### src/rtl/dcig_pkg.sv
package dcig_pkg;

    // Source selected for the registered read data
    typedef enum logic [2:0] {
        RS_NONE = 3'd0,
        RS_SEL  = 3'd1,
        RS_CTRL = 3'd2,
        RS_STAT = 3'd3,
        RS_ID   = 3'd4
    } rd_src_e;

    // Bit positions inside the select register that drive outputs
    localparam int SEL_DMA_BIT = 0;
    localparam int SEL_ALT_BIT = 5;

    // Default register map
    localparam int DEF_SEL_ADDR  = 'h000;
    localparam int DEF_CTRL_BASE = 'h880;
    localparam int DEF_CH_STRIDE = 'h400;
    localparam int DEF_STAT_OFS  = 'h024;
    localparam int DEF_ID_BASE   = 'h2280;
    localparam int DEF_ID_STEP   = 4;

endpackage

### src/rtl/dcig_decode.sv
module dcig_decode
    import dcig_pkg::*;
#(
    parameter int ADDR_W    = 14,
    parameter int NUM_CH    = 2,
    parameter int SEL_ADDR  = DEF_SEL_ADDR,
    parameter int CTRL_BASE = DEF_CTRL_BASE,
    parameter int CH_STRIDE = DEF_CH_STRIDE,
    parameter int STAT_OFS  = DEF_STAT_OFS,
    parameter int ID_BASE   = DEF_ID_BASE,
    parameter int ID_STEP   = DEF_ID_STEP,
    parameter int ID_BITS   = 4
) (
    input  logic [ADDR_W-1:0]  addr,
    output logic               sel_hit,
    output logic [NUM_CH-1:0]  ctrl_hit,
    output logic [NUM_CH-1:0]  stat_hit,
    output logic [ID_BITS-1:0] id_hit,
    output rd_src_e            src
);

    assign sel_hit = (addr == ADDR_W'(SEL_ADDR));

    for (genvar c = 0; c < NUM_CH; c++) begin : g_ch
        localparam int CTRL_A = CTRL_BASE + c * CH_STRIDE;
        localparam int STAT_A = CTRL_A + STAT_OFS;
        assign ctrl_hit[c] = (addr == ADDR_W'(CTRL_A));
        assign stat_hit[c] = (addr == ADDR_W'(STAT_A));
    end

    for (genvar i = 0; i < ID_BITS; i++) begin : g_id
        assign id_hit[i] = (addr == ADDR_W'(ID_BASE + i * ID_STEP));
    end

    always_comb begin
        src = RS_NONE;
        if (sel_hit)
            src = RS_SEL;
        else if (|ctrl_hit)
            src = RS_CTRL;
        else if (|stat_hit)
            src = RS_STAT;
        else if (|id_hit)
            src = RS_ID;
    end

endmodule

### src/rtl/dcig_chan.sv
module dcig_chan (
    input  logic en_q,
    input  logic raw,
    input  logic ctrl_hit,
    input  logic rd,
    input  logic wr,
    output logic en_d,
    output logic pend
);

    // Gated request seen by status and the card line
    assign pend = raw & en_q;

    // Write arms, read disarms; a write in the same cycle takes priority
    always_comb begin
        en_d = en_q;
        if (ctrl_hit && wr)
            en_d = 1'b1;
        else if (ctrl_hit && rd)
            en_d = 1'b0;
    end

endmodule

### src/rtl/dcig_ident.sv
module dcig_ident #(
    parameter int ID_BITS   = 4,
    parameter int CARD_TYPE = 3
) (
    input  logic [ID_BITS-1:0] id_hit,
    output logic               id_bit
);

    localparam logic [ID_BITS-1:0] TYPE_V = ID_BITS'(CARD_TYPE);

    assign id_bit = |(id_hit & TYPE_V);

endmodule

### src/rtl/dual_chan_irq_gate.sv
module dual_chan_irq_gate
    import dcig_pkg::*;
#(
    parameter int ADDR_W    = 14,
    parameter int DATA_W    = 8,
    parameter int NUM_CH    = 2,
    parameter int SEL_ADDR  = DEF_SEL_ADDR,
    parameter int CTRL_BASE = DEF_CTRL_BASE,
    parameter int CH_STRIDE = DEF_CH_STRIDE,
    parameter int STAT_OFS  = DEF_STAT_OFS,
    parameter int ID_BASE   = DEF_ID_BASE,
    parameter int ID_STEP   = DEF_ID_STEP,
    parameter int ID_BITS   = 4,
    parameter int CARD_TYPE = 3
) (
    input  logic              clk,
    input  logic              rst_n,
    input  logic [ADDR_W-1:0] bus_addr,
    input  logic              bus_rd,
    input  logic              bus_wr,
    input  logic [DATA_W-1:0] bus_wdata,
    output logic [DATA_W-1:0] bus_rdata,
    input  logic [NUM_CH-1:0] raw_irq,
    output logic              card_irq,
    output logic              dma_chan,
    output logic              alt_space
);

    typedef struct packed {
        logic [NUM_CH-1:0] en;
        logic [DATA_W-1:0] sel;
        logic [DATA_W-1:0] rdata;
        logic              irq;
    } state_t;

    state_t st_q, st_d;

    logic               sel_hit;
    logic [NUM_CH-1:0]  ctrl_hit;
    logic [NUM_CH-1:0]  stat_hit;
    logic [ID_BITS-1:0] id_hit;
    rd_src_e            src;
    logic               id_bit;
    logic [NUM_CH-1:0]  en_q;
    logic [NUM_CH-1:0]  en_next;
    logic [NUM_CH-1:0]  pend;

    assign en_q = st_q.en;

    dcig_decode #(
        .ADDR_W   (ADDR_W),
        .NUM_CH   (NUM_CH),
        .SEL_ADDR (SEL_ADDR),
        .CTRL_BASE(CTRL_BASE),
        .CH_STRIDE(CH_STRIDE),
        .STAT_OFS (STAT_OFS),
        .ID_BASE  (ID_BASE),
        .ID_STEP  (ID_STEP),
        .ID_BITS  (ID_BITS)
    ) u_decode (
        .addr    (bus_addr),
        .sel_hit (sel_hit),
        .ctrl_hit(ctrl_hit),
        .stat_hit(stat_hit),
        .id_hit  (id_hit),
        .src     (src)
    );

    for (genvar c = 0; c < NUM_CH; c++) begin : g_chan
        dcig_chan u_chan (
            .en_q    (en_q[c]),
            .raw     (raw_irq[c]),
            .ctrl_hit(ctrl_hit[c]),
            .rd      (bus_rd),
            .wr      (bus_wr),
            .en_d    (en_next[c]),
            .pend    (pend[c])
        );
    end

    dcig_ident #(
        .ID_BITS  (ID_BITS),
        .CARD_TYPE(CARD_TYPE)
    ) u_ident (
        .id_hit(id_hit),
        .id_bit(id_bit)
    );

    always_comb begin
        st_d       = st_q;
        st_d.en    = en_next;
        st_d.irq   = |pend;
        st_d.rdata = '0;
        if (bus_wr && sel_hit)
            st_d.sel = bus_wdata;
        if (bus_rd) begin
            unique case (src)
                RS_SEL:  st_d.rdata = st_q.sel;
                RS_CTRL: st_d.rdata = DATA_W'(|(ctrl_hit & st_q.en));
                RS_STAT: st_d.rdata = DATA_W'(|(stat_hit & pend));
                RS_ID:   st_d.rdata = DATA_W'(id_bit);
                default: st_d.rdata = '0;
            endcase
        end
    end

    always_ff @(posedge clk or negedge rst_n) begin
        if (!rst_n)
            st_q <= '0;
        else
            st_q <= st_d;
    end

    assign bus_rdata = st_q.rdata;
    assign card_irq  = st_q.irq;
    assign dma_chan  = st_q.sel[SEL_DMA_BIT];
    assign alt_space = st_q.sel[SEL_ALT_BIT];

endmodule

### config.mk
export PLATFORM = sky130hd
export DESIGN_NAME = dual_chan_irq_gate
export DESIGN_NICKNAME = d
export VERILOG_FILES = /design/src/rtl/dcig_pkg.sv /design/src/rtl/dcig_decode.sv /design/src/rtl/dcig_chan.sv /design/src/rtl/dcig_ident.sv /design/src/rtl/dual_chan_irq_gate.sv
export SDC_FILE = /design/constraint.sdc
export NUM_CORES = 1
export LEC_CHECK = 0
export BUFFER_PORTS_ARGS = -buffer_cell sky130_fd_sc_hd__buf_2
export CAP_MARGIN = 20
export CORE_ASPECT_RATIO = 1.5
export CORE_MARGIN = 1
export CORE_UTILIZATION = 39
export CTS_CLUSTER_DIAMETER = 100
export CTS_CLUSTER_SIZE = 20
export DETAILED_ROUTE_END_ITERATION = 6
export PLACE_DENSITY = 0.77
export SETUP_SLACK_MARGIN = 0.02
export SYNTH_ARGS = -nofsm -noshare
export SYNTH_HDL_FRONTEND = slang
export SYNTH_HIERARCHICAL = 1
export SYNTH_SLANG_ARGS = --single-unit
export TNS_END_PERCENT = 30
### constraint.sdc
create_clock -name clk -period 1.43 [get_ports clk]
set_clock_uncertainty 0.05 [all_clocks]
set_input_delay 0.2145 -clock clk [delete_from_list [all_inputs] [get_ports clk]]
set_output_delay 0.2145 -clock clk [all_outputs]
set_load 0.02 [all_outputs]
==> impl_metrics.py <==
metrics = {
    "status": {
        "status": "finished, violations left",
        "violations": "setup timing",
    },
    "route": {
        "wl_um": 2070,
        "first_iter_violations": 29,
        "vias": 838,
        "wl_per_cell_um": 12.8,
        "via_per_inst": 5.17,
        "drtPass1Iterations": 4,
        "drc": 0,
        "ant_nets": 0,
    },
    "timing": {
        "period_share_pct": 138,
        "setup_slack_ns": -0.537,
        "period_needed_ns": 1.97,
        "setup_viol": 18,
        "slew-limit-headroom_pct": 71.3,
        "rsz0062_at_grt": "true",
        "max_freq_ghz": 0.508,
        "whs_ns": 0.0864,
        "hold_violations": 0,
        "slew_viol_final": 0,
        "worst_pin_slew_ns": 0.431,
    },
    "placement": {
        "place_congestion": 0.827,
        "dpl_cell_area_um2": 1250,
        "io_buffers": 38,
        "hpwl_um": 1560,
    },
    "grt": {
        "met1_usage_pct": 17.7,
        "overflow": 0,
        "grt_pass1_wl_um": 3590,
        "met2_usage_pct": 32.6,
        "antenna_found_initial": 0,
        "grt_pass1_vias": 862,
        "grt.busiest_layer": "met2",
        "grtUsageMet3_pct": 2.58,
        "grt_max_degree": 20,
        "grt_usage_pct": 17.5,
    },
    "worst_setup_path": {
        "rrSetupSlack_ns": 0.02,
        "worstPathRequired_ns": 1.62,
        "arrival_ns": 2.16,
        "start_kind": "input port",
        "worstRegToRegCells": 4,
        "reg2reg_to": "bus_rdata[0]",
        "worstSetupPathType": "in2reg",
        "r2r_start": "en_q[0]",
        "worstPathMaxFanout": 5,
        "crit_path_end_kind": "flop",
    },
    "die": {
        "fp.dieW_um": 42.8,
        "io_pins": 39,
        "die-area_um2": 2710,
        "die_height_um": 63.2,
        "fp-row-count": 21,
        "coreArea_um2": 2290,
        "initial_utilization_pct": 42.6,
    },
    "power": {
        "comb_power_share_pct": 11.2,
        "powerDensity_nw_per_um2": 663,
        "swShare_pct": 23.9,
        "p_int_w": 0.000695,
        "p_clk_share_pct": 29.9,
        "irDropWorstVdd_mv": 0.284,
        "cellLeakagePower_nw": 0.732,
        "switching_power_w": 0.000218,
        "power_frac_seq_pct": 58.9,
    },
    "clock_tree": {
        "path_clk_slew_ns": 0.11,
        "cts.sinks": 19,
        "numCtsBuffers": 3,
        "root_buffer": "clkbuf_4",
        "cts_tree": "done",
        "clock_latency_ns": 0.29,
        "clockBufferDepth": 2,
        "htree_levels": 1,
    },
    "min_path": {
        "holdPathStages": 2,
        "whs_endpoint": "st_q[11]",
        "hp-class": "in2reg",
        "hold_start": "bus_wdata[2]",
    },
    "layout": {
        "register_area_um2": 475,
        "area_growth_pct": 41.3,
        "multi_input_area_um2": 489,
        "fillers": 187,
        "drive_gt1_share_pct": 61.9,
        "antenna_cells": 0,
        "finalNetCount": 168,
        "final_area_um2": 1380,
    },
    "yosys": {
        "syn_avg_cell_area_um2": 11.1,
        "syn-num-nets": 116,
        "syn_inst": 88,
        "netlist_area_um2": 975,
        "yosysWarnings": 6,
    },
    "run": {
        "maxCapViolations": 0,
    },
}
## per-layer routing
layer / vias up / wire length, µm / part of all wire, %
li1: 414 / - / -
met1: 391 / 718 / 35
met2: 29 / 1210 / 58
met3: 4 / 93 / 4.5
met4: 0 / 51 / 2.5
met5: - / 0 / 0
## stage by stage
step           instances  worst slack, ns  TNS (ns)  utilization [%]  total power, W
3_5_place_dp         155           -0.961    -13.16             54.6        0.000639
4_1_cts              160           -0.510     -5.92             58.6        0.000916
3_3_place_gp         155           -0.818    -12.18             54.6        0.000636
6_report             162           -0.537     -6.75             60.3        0.000913
5_1_grt              162           -0.584     -7.55             60.3        0.000950
2_1_floorplan         88           -0.766    -10.14                -        0.000568
## worst max-delay path, cell delays in order
cell and delay [ns]:
buf_2 0.11, or4_4 0.54, or3_4 0.40, nor3_4 0.25
buf_4 0.17, nor4b_1 0.26, o311a_1 0.22
## how the worst max path moves through the flow
stage            startpoint           end  slack [ns]  cells past startpoint
2_1_floorplan   bus_addr[1]  bus_rdata[0]       -0.77                      7
3_3_place_gp   bus_addr[12]  bus_rdata[0]       -0.82                      7
3_5_place_dp   bus_addr[12]  bus_rdata[0]       -0.96                      7
4_1_cts         bus_addr[6]  bus_rdata[0]       -0.51                      7
5_1_grt         bus_addr[6]  bus_rdata[0]       -0.58                      7
6_report       bus_addr[12]  bus_rdata[0]       -0.54                      7
## repair_timing
item | in CTS | in global routing
endpoints found under the setup margin | 18 | 18
setup buffers | 0 | 2
pin swaps | 7 | 7
cloned | 0 | 0
endpoints found under the hold margin | 19 | 0
gates resized for setup | 10 | 6
hold buffers | 1 | 0
## power groups by stage
stage	Sequential, W	Clock [W]	Combinational, W
final	0.000538	0.000273	0.000102
after global routing	0.000538	0.000300	0.000113
after CTS	0.000538	0.000279	0.000100
after detailed placement	0.000548	0	0.0000909
after global placement	0.000548	0	0.0000882
after floorplan	0.000548	0	0.0000198
## final cells by class
cell class	instances	share of cell area [%]
multi-input combinational	56	35.5
clock buffer	3	1.63
clock inverter	1	0.363
inverter	3	0.817
sequential	19	34.5
timing repair buffer	57	25.1
tap	23	2.09
## cell usage in the layout (no fill, tap or decap), drive strengths merged, types with 2 or more instances in the layout
cell type   n
or2         2
buf        56
a22o        2
and2        9
nor2        5
inv         3
nor3        4
or4         3
mux2        8
nand2       5
nor4        4
dfrtp      19
nor4b       2
a22oi       2
clkbuf      3
## sequential cells by signal, summed over array words and instances (netlist names)
| signal | flops |
|---|---|
| en_q | 2 |
| dma_chan | 1 |
| alt_space | 1 |
| card_irq | 1 |
| bus_rdata | 8 |
| st_q | 6 |
No activity file was read; power rests on OpenSTA's default activity.
